--- config.mk ---
export PLATFORM = sky130hd
export DESIGN_NAME = tfa_fault_monitor
export DESIGN_NICKNAME = d
export VERILOG_FILES = /design/src/rtl/tfa_pkg.sv /design/src/rtl/tfa_rst_sync.sv /design/src/rtl/tfa_err_capture.sv /design/src/rtl/tfa_fault_counter.sv /design/src/rtl/tfa_alarm.sv /design/src/rtl/tfa_fault_monitor.sv
export SDC_FILE = /design/constraint.sdc
export NUM_CORES = 1
export LEC_CHECK = 0
export BUFFER_PORTS_ARGS = -buffer_cell sky130_fd_sc_hd__clkbuf_2
export CAP_MARGIN = 20
export CORE_MARGIN = 1
export CORE_UTILIZATION = 44
export CTS_CLUSTER_DIAMETER = 50
export DETAILED_ROUTE_END_ITERATION = 8
export HOLD_SLACK_MARGIN = 0.06
export PLACE_DENSITY = 0.8
export SLEW_MARGIN = 25
export SYNTH_ARGS = -nofsm -noshare
export SYNTH_HDL_FRONTEND = slang
export SYNTH_SLANG_ARGS = --single-unit
export TNS_END_PERCENT = 50
--- constraint.sdc ---
create_clock -name clk_i -period 1.3 [get_ports clk_i]
set_clock_uncertainty 0.2 [all_clocks]
set_input_delay 0.26 -clock clk_i [delete_from_list [all_inputs] [get_ports clk_i]]
set_output_delay 0.26 -clock clk_i [all_outputs]
set_load 0.02 [all_outputs]
--- src/rtl/tfa_pkg.sv ---
package tfa_pkg;
  localparam int unsigned ERR_W = 6;

  typedef logic [ERR_W-1:0] err_vec_t;

  // Bit positions are decoded by downstream logic and stay fixed.
  typedef enum int unsigned {
    EB_CF_PARITY  = 0,
    EB_BAD_START  = 1,
    EB_TIMEOUT    = 2,
    EB_CRC        = 3,
    EB_TX_PARITY  = 4,
    EB_TX_DELIM   = 5
  } err_bit_e;
endpackage

--- src/rtl/tfa_rst_sync.sv ---
module tfa_rst_sync #(
  parameter int unsigned STAGES = 2
) (
  input  logic clk_i,
  input  logic rst_ni,
  output logic rst_sync_no
);
  logic [STAGES-1:0] sync_q;

  always_ff @(posedge clk_i or negedge rst_ni) begin
    if (!rst_ni) sync_q <= '0;
    else         sync_q <= {sync_q[STAGES-2:0], 1'b1};
  end

  assign rst_sync_no = sync_q[STAGES-1];
endmodule

--- src/rtl/tfa_err_capture.sv ---
module tfa_err_capture
  import tfa_pkg::*;
(
  input  logic     clk_i,
  input  logic     rst_ni,
  input  logic     start_i,
  input  err_vec_t strobe_i,
  output err_vec_t flags_o,
  output logic     fault_evt_o
);
  err_vec_t flags_q, flags_d;
  logic     flags_en;
  logic     txn_clean;

  // A transaction is still clean if it has just started or has no flag yet.
  always_comb begin
    txn_clean   = start_i || (flags_q == '0);
    fault_evt_o = (strobe_i != '0) && txn_clean;
    flags_en    = start_i || (strobe_i != '0);
    flags_d     = (start_i ? '0 : flags_q) | strobe_i;
  end

  always_ff @(posedge clk_i or negedge rst_ni) begin
    if (!rst_ni)       flags_q <= '0;
    else if (flags_en) flags_q <= flags_d;
  end

  assign flags_o = flags_q;
endmodule

--- src/rtl/tfa_fault_counter.sv ---
module tfa_fault_counter #(
  parameter int unsigned CNT_W = 8
) (
  input  logic             clk_i,
  input  logic             rst_ni,
  input  logic             inc_i,
  input  logic             clr_i,
  output logic [CNT_W-1:0] count_o,
  output logic [CNT_W-1:0] count_next_o
);
  localparam logic [CNT_W-1:0] CNT_MAX = {CNT_W{1'b1}};
  localparam logic [CNT_W-1:0] CNT_ONE = {{(CNT_W-1){1'b0}}, 1'b1};

  logic [CNT_W-1:0] cnt_q, cnt_d;
  logic             cnt_en;

  always_comb begin
    cnt_d  = cnt_q;
    cnt_en = clr_i || inc_i;
    if (clr_i) begin
      cnt_d = inc_i ? CNT_ONE : '0;
    end else if (inc_i && (cnt_q != CNT_MAX)) begin
      cnt_d = cnt_q + CNT_ONE;
    end
  end

  always_ff @(posedge clk_i or negedge rst_ni) begin
    if (!rst_ni)     cnt_q <= '0;
    else if (cnt_en) cnt_q <= cnt_d;
  end

  assign count_o      = cnt_q;
  assign count_next_o = cnt_d;
endmodule

--- src/rtl/tfa_alarm.sv ---
module tfa_alarm #(
  parameter int unsigned CNT_W       = 8,
  parameter int unsigned FAULT_LIMIT = 15
) (
  input  logic             clk_i,
  input  logic             rst_ni,
  input  logic             clr_i,
  input  logic [CNT_W-1:0] count_next_i,
  output logic             alarm_o
);
  localparam logic [CNT_W-1:0] LIMIT_V = CNT_W'(FAULT_LIMIT);

  logic alarm_q, alarm_d;

  always_comb begin
    alarm_d = (alarm_q && !clr_i) || (count_next_i > LIMIT_V);
  end

  always_ff @(posedge clk_i or negedge rst_ni) begin
    if (!rst_ni) alarm_q <= 1'b0;
    else         alarm_q <= alarm_d;
  end

  assign alarm_o = alarm_q;
endmodule

--- src/rtl/tfa_fault_monitor.sv ---
module tfa_fault_monitor
  import tfa_pkg::*;
#(
  parameter int unsigned CNT_W       = 8,
  parameter int unsigned FAULT_LIMIT = 15
) (
  input  logic             clk_i,
  input  logic             rst_ni,
  input  logic             txn_start_i,
  input  logic [5:0]       err_strobe_i,
  input  logic             alarm_clr_i,
  output logic [5:0]       err_flags_o,
  output logic [CNT_W-1:0] fault_count_o,
  output logic             alarm_o
);
  localparam int unsigned SYNC_STAGES = 2;

  logic             rst_sync_n;
  logic             fault_evt;
  logic [CNT_W-1:0] cnt_next;
  err_vec_t         flags;

  tfa_rst_sync #(.STAGES(SYNC_STAGES)) u_rst_sync (
    .clk_i       (clk_i),
    .rst_ni      (rst_ni),
    .rst_sync_no (rst_sync_n)
  );

  tfa_err_capture u_capture (
    .clk_i       (clk_i),
    .rst_ni      (rst_sync_n),
    .start_i     (txn_start_i),
    .strobe_i    (err_strobe_i),
    .flags_o     (flags),
    .fault_evt_o (fault_evt)
  );

  tfa_fault_counter #(.CNT_W(CNT_W)) u_counter (
    .clk_i        (clk_i),
    .rst_ni       (rst_sync_n),
    .inc_i        (fault_evt),
    .clr_i        (alarm_clr_i),
    .count_o      (fault_count_o),
    .count_next_o (cnt_next)
  );

  tfa_alarm #(.CNT_W(CNT_W), .FAULT_LIMIT(FAULT_LIMIT)) u_alarm (
    .clk_i        (clk_i),
    .rst_ni       (rst_sync_n),
    .clr_i        (alarm_clr_i),
    .count_next_i (cnt_next),
    .alarm_o      (alarm_o)
  );

  assign err_flags_o = flags;
endmodule

==> flow_summary.toml <==
[global_route]
globalRouteTotalUtil_pct = 32.5
grt_start_max_net_pins = 10
grt_pass1_wl_um = 4370
met3_usage_pct = 4.49
grt_use_met1_pct = 44.0
grt_util_met2_pct = 50.6
busiest_layer = "met2"
globalRouteOverflowTotal = 0
antenna_found_initial = 0
grt_pass1_vias = 868

[die]
die_area_sq_um = 1950
die_w_um = 44.2
placementRows = 14
initial_core_util_pct = 49.7
dieHeight_um = 44.2
io-pin-count = 25
core-area_sq_um = 1580

[layout]
nets = 154
layout-drive-gt1-share_pct = 57.0
fill_cells = 58
area_delta_synth_final_pct = 84.7
multi_input_area_sq_um = 383
diodes = 0
final-seq-area_sq_um = 428

[run_status]
violations = "setup timing"
status = "finished, violations left"

[placed_design]
gp_congestion = 0.801
dp_hpwl_um = 1530
port_buffers = 24
place_ws_ns = -1.20

[drt]
final_antenna_net_count = 0
wl_per_cell_um = 20.7
drc = 0
vias = 924
dr.pass1.iters = 6
drtIter0Drc = 28
wl_um = 3280
routed_via_density = 5.85

[yosys]
synth_commonest_cells = "17 x dfrtp_1, 8 x nor2_1, 5 x a21o_1"
syn_area_sq_um = 783
yosys.area.top_type = "dfrtp_1"
synth_edf_count = 0
ys_seq_area_share_pct = 54.3
syn-num-nets = 79
synth_flop_cell = "dfrtp_1"
synth.avg_cell_area_sq_um = 11.5
synthTopCellsByArea = "dfrtp_1 54%, a21o_1 4.8%, nor2_1 3.8%"
async_flop_share_pct = 100
yosysUniqueCellTypes = 29
yosys_warnings = 0
ys_ff_latch = 17
synth_top_area_share_pct = 54.3
synthCells = 68
synth.most_common_cell = "dfrtp_1"

[critical_path]
path_buf_inv = 1
critical_path.endpoint_type = "flip-flop"
critPathLaunchType = "flip-flop"
worstReg2RegStart = "u_counter.count_o[1]"
critPathLaunch = "u_counter.count_o[1]"
cp_top_family = "simple AND/OR/NAND/NOR gates"
cp.arrival_ns = 2.55
crit_required_ns = 1.28
cp_slowest_stage_delay_ns = 0.54
cp_max_fo = 2
crit_slowest_cell = "or4_1"
critPathKind = "flip-flop to flip-flop"
path_cells = "ha_4, and2_4, and4_4, nor3_4, buf_4, nand4_1, mux2_4, or4_1"

[clocking]
insertion_delay_ns = 0.31
tritoncts_num_sinks = 17
cts_tree = "built"
root_buffer = "clkbuf_4"
htreeDepth = 1
cts_buffer_depth = 2
path_clk_slew_ns = 0.11
cts_buffers = 3

[power_and_ir_drop]
clockPowerShare_pct = 26.0
seqPwrFrac_pct = 48.5
peakVddDrop_mv = 0.873
leakagePower_nw = 0.739
comb_power_share_pct = 25.5
internal-power_mw = 0.842
p_switching_mw = 0.359
swShare_pct = 29.9
power_density_nw_per_um2 = 830

[job]
maxCapViolations = 0

[sta]
period_minus_slack_ns = 2.58
finalSetupViolCount = 24
max_freq_ghz = 0.388
fin_ws_ns = -1.28
hold_violations = 0
post-route-period-util_pct = 198
fin_tns_setup_ns = -10.27
slew_violations = 0
grt_setup_unrepaired = "true"

[worst_hold_path]
hold_path.class = "primary input to flip-flop"
min_from = "err_strobe_i[3]"
## cell type report
type	count	area share [%]
flip-flops and latches	17	29.6
well taps	16	1.38
inverters	3	0.779
multi-input cells	47	26.5
repair buffers	71	40.0
clock buffers	4	1.82
## worst min-delay path, stage by stage
cell	delay, ns
clkbuf_2	0.11
buf_4	0.10
a21o_1	0.09
## kinds of logic (layout without fill, tap and decap cells)
group           after synthesis  in the layout  synth area share [%]
compound gates               11             11                  10.2
xor+xnor                      4              4                  4.47
fa+ha+maj                     1              1                  1.60
buf+inv                       4             78                  1.92
flops                        17             17                  54.3
mux                           3              3                  4.63
other cells                   1              1                 0.479
simple gates                 27             27                  22.4
## per-layer routing
metal / up-vias / wire length (um)
met2: 69 / 1580
li1: 387 / -
met5: - / 0
met1: 444 / 1320
met4: 0 / 152
met3: 24 / 216
## cell usage in the layout (no fill, tap or decap), drive strengths merged
cell type / instances
a31oi: 1
mux2: 2
xnor2: 2
dfrtp: 17
and3: 2
or4: 2
xor2: 2
nor2: 8
ha: 1
conb: 1
nand4: 3
nor3: 2
nor2b: 2
buf: 45
and2: 1
nor4: 2
and4: 1
mux2i: 1
inv: 3
dlygate4sd3: 8
a21oi: 2
o21ai: 1
a21o: 6
clkbuf: 22
a31o: 1
nand2: 4
## power by group through the flow
| stage | registers (mW) | logic (mW) | clock network, mW |
|---|---|---|---|
| after floorplan | 0.622 | 0.0493 | 0 |
| after global placement | 0.585 | 0.189 | 0 |
| after detailed placement | 0.587 | 0.197 | 0 |
| after CTS | 0.577 | 0.253 | 0.291 |
| after global routing | 0.583 | 0.319 | 0.327 |
| final | 0.582 | 0.306 | 0.312 |
## worst paths after layout
| check | to | slack, ns | cells past startpoint |
|---|---|---|---|
| max | u_alarm.alarm_o | -1.28 | 8 |
| min | u_capture.flags_o[3] | 0.08 | 3 |
| max reg2reg | u_alarm.alarm_o | -1.28 | 8 |
| min reg2reg | u_rst_sync.sync_q[1] | 0.18 | 0 |
| max in group asynchronous | u_counter.count_o[0] | 0.16 | 1 |
| min in group asynchronous | u_counter.count_o[3] | 0.49 | 1 |
## flip-flops by register name, indices dropped and copies added, names as in the netlist
register,cells
u_rst_sync.sync_q,2
u_alarm.alarm_o,1
u_capture.flags_o,6
u_counter.count_o,8
## repair_timing
action,in CTS,in global routing
pin swaps,12,9
buffers inserted,6,7
setup endpoints to repair,24,24
endpoints found under the hold margin,12,0
hold buffers,8,0
gates resized for setup,20,13
## per-stage QoR
| stage | power (mW) | instances | area (sq um) | hold slack [ns] | util [%] |
|---|---|---|---|---|---|
| 4_1_cts | 1.12 | 152 | 1370 | 0.0643 | 87.1 |
| 5_1_grt | 1.23 | 158 | 1450 | 0.0912 | 91.7 |
| 3_3_place_gp | 0.774 | 135 | 1140 | -0.154 | 72.1 |
| 2_1_floorplan | 0.671 | 68 | 791 | -0.236 | - |
| 6_report | 1.20 | 158 | 1450 | 0.0835 | 91.7 |
| 3_5_place_dp | 0.784 | 135 | 1140 | -0.154 | 72.1 |
Note: power is estimated with default switching activity, not from simulation.
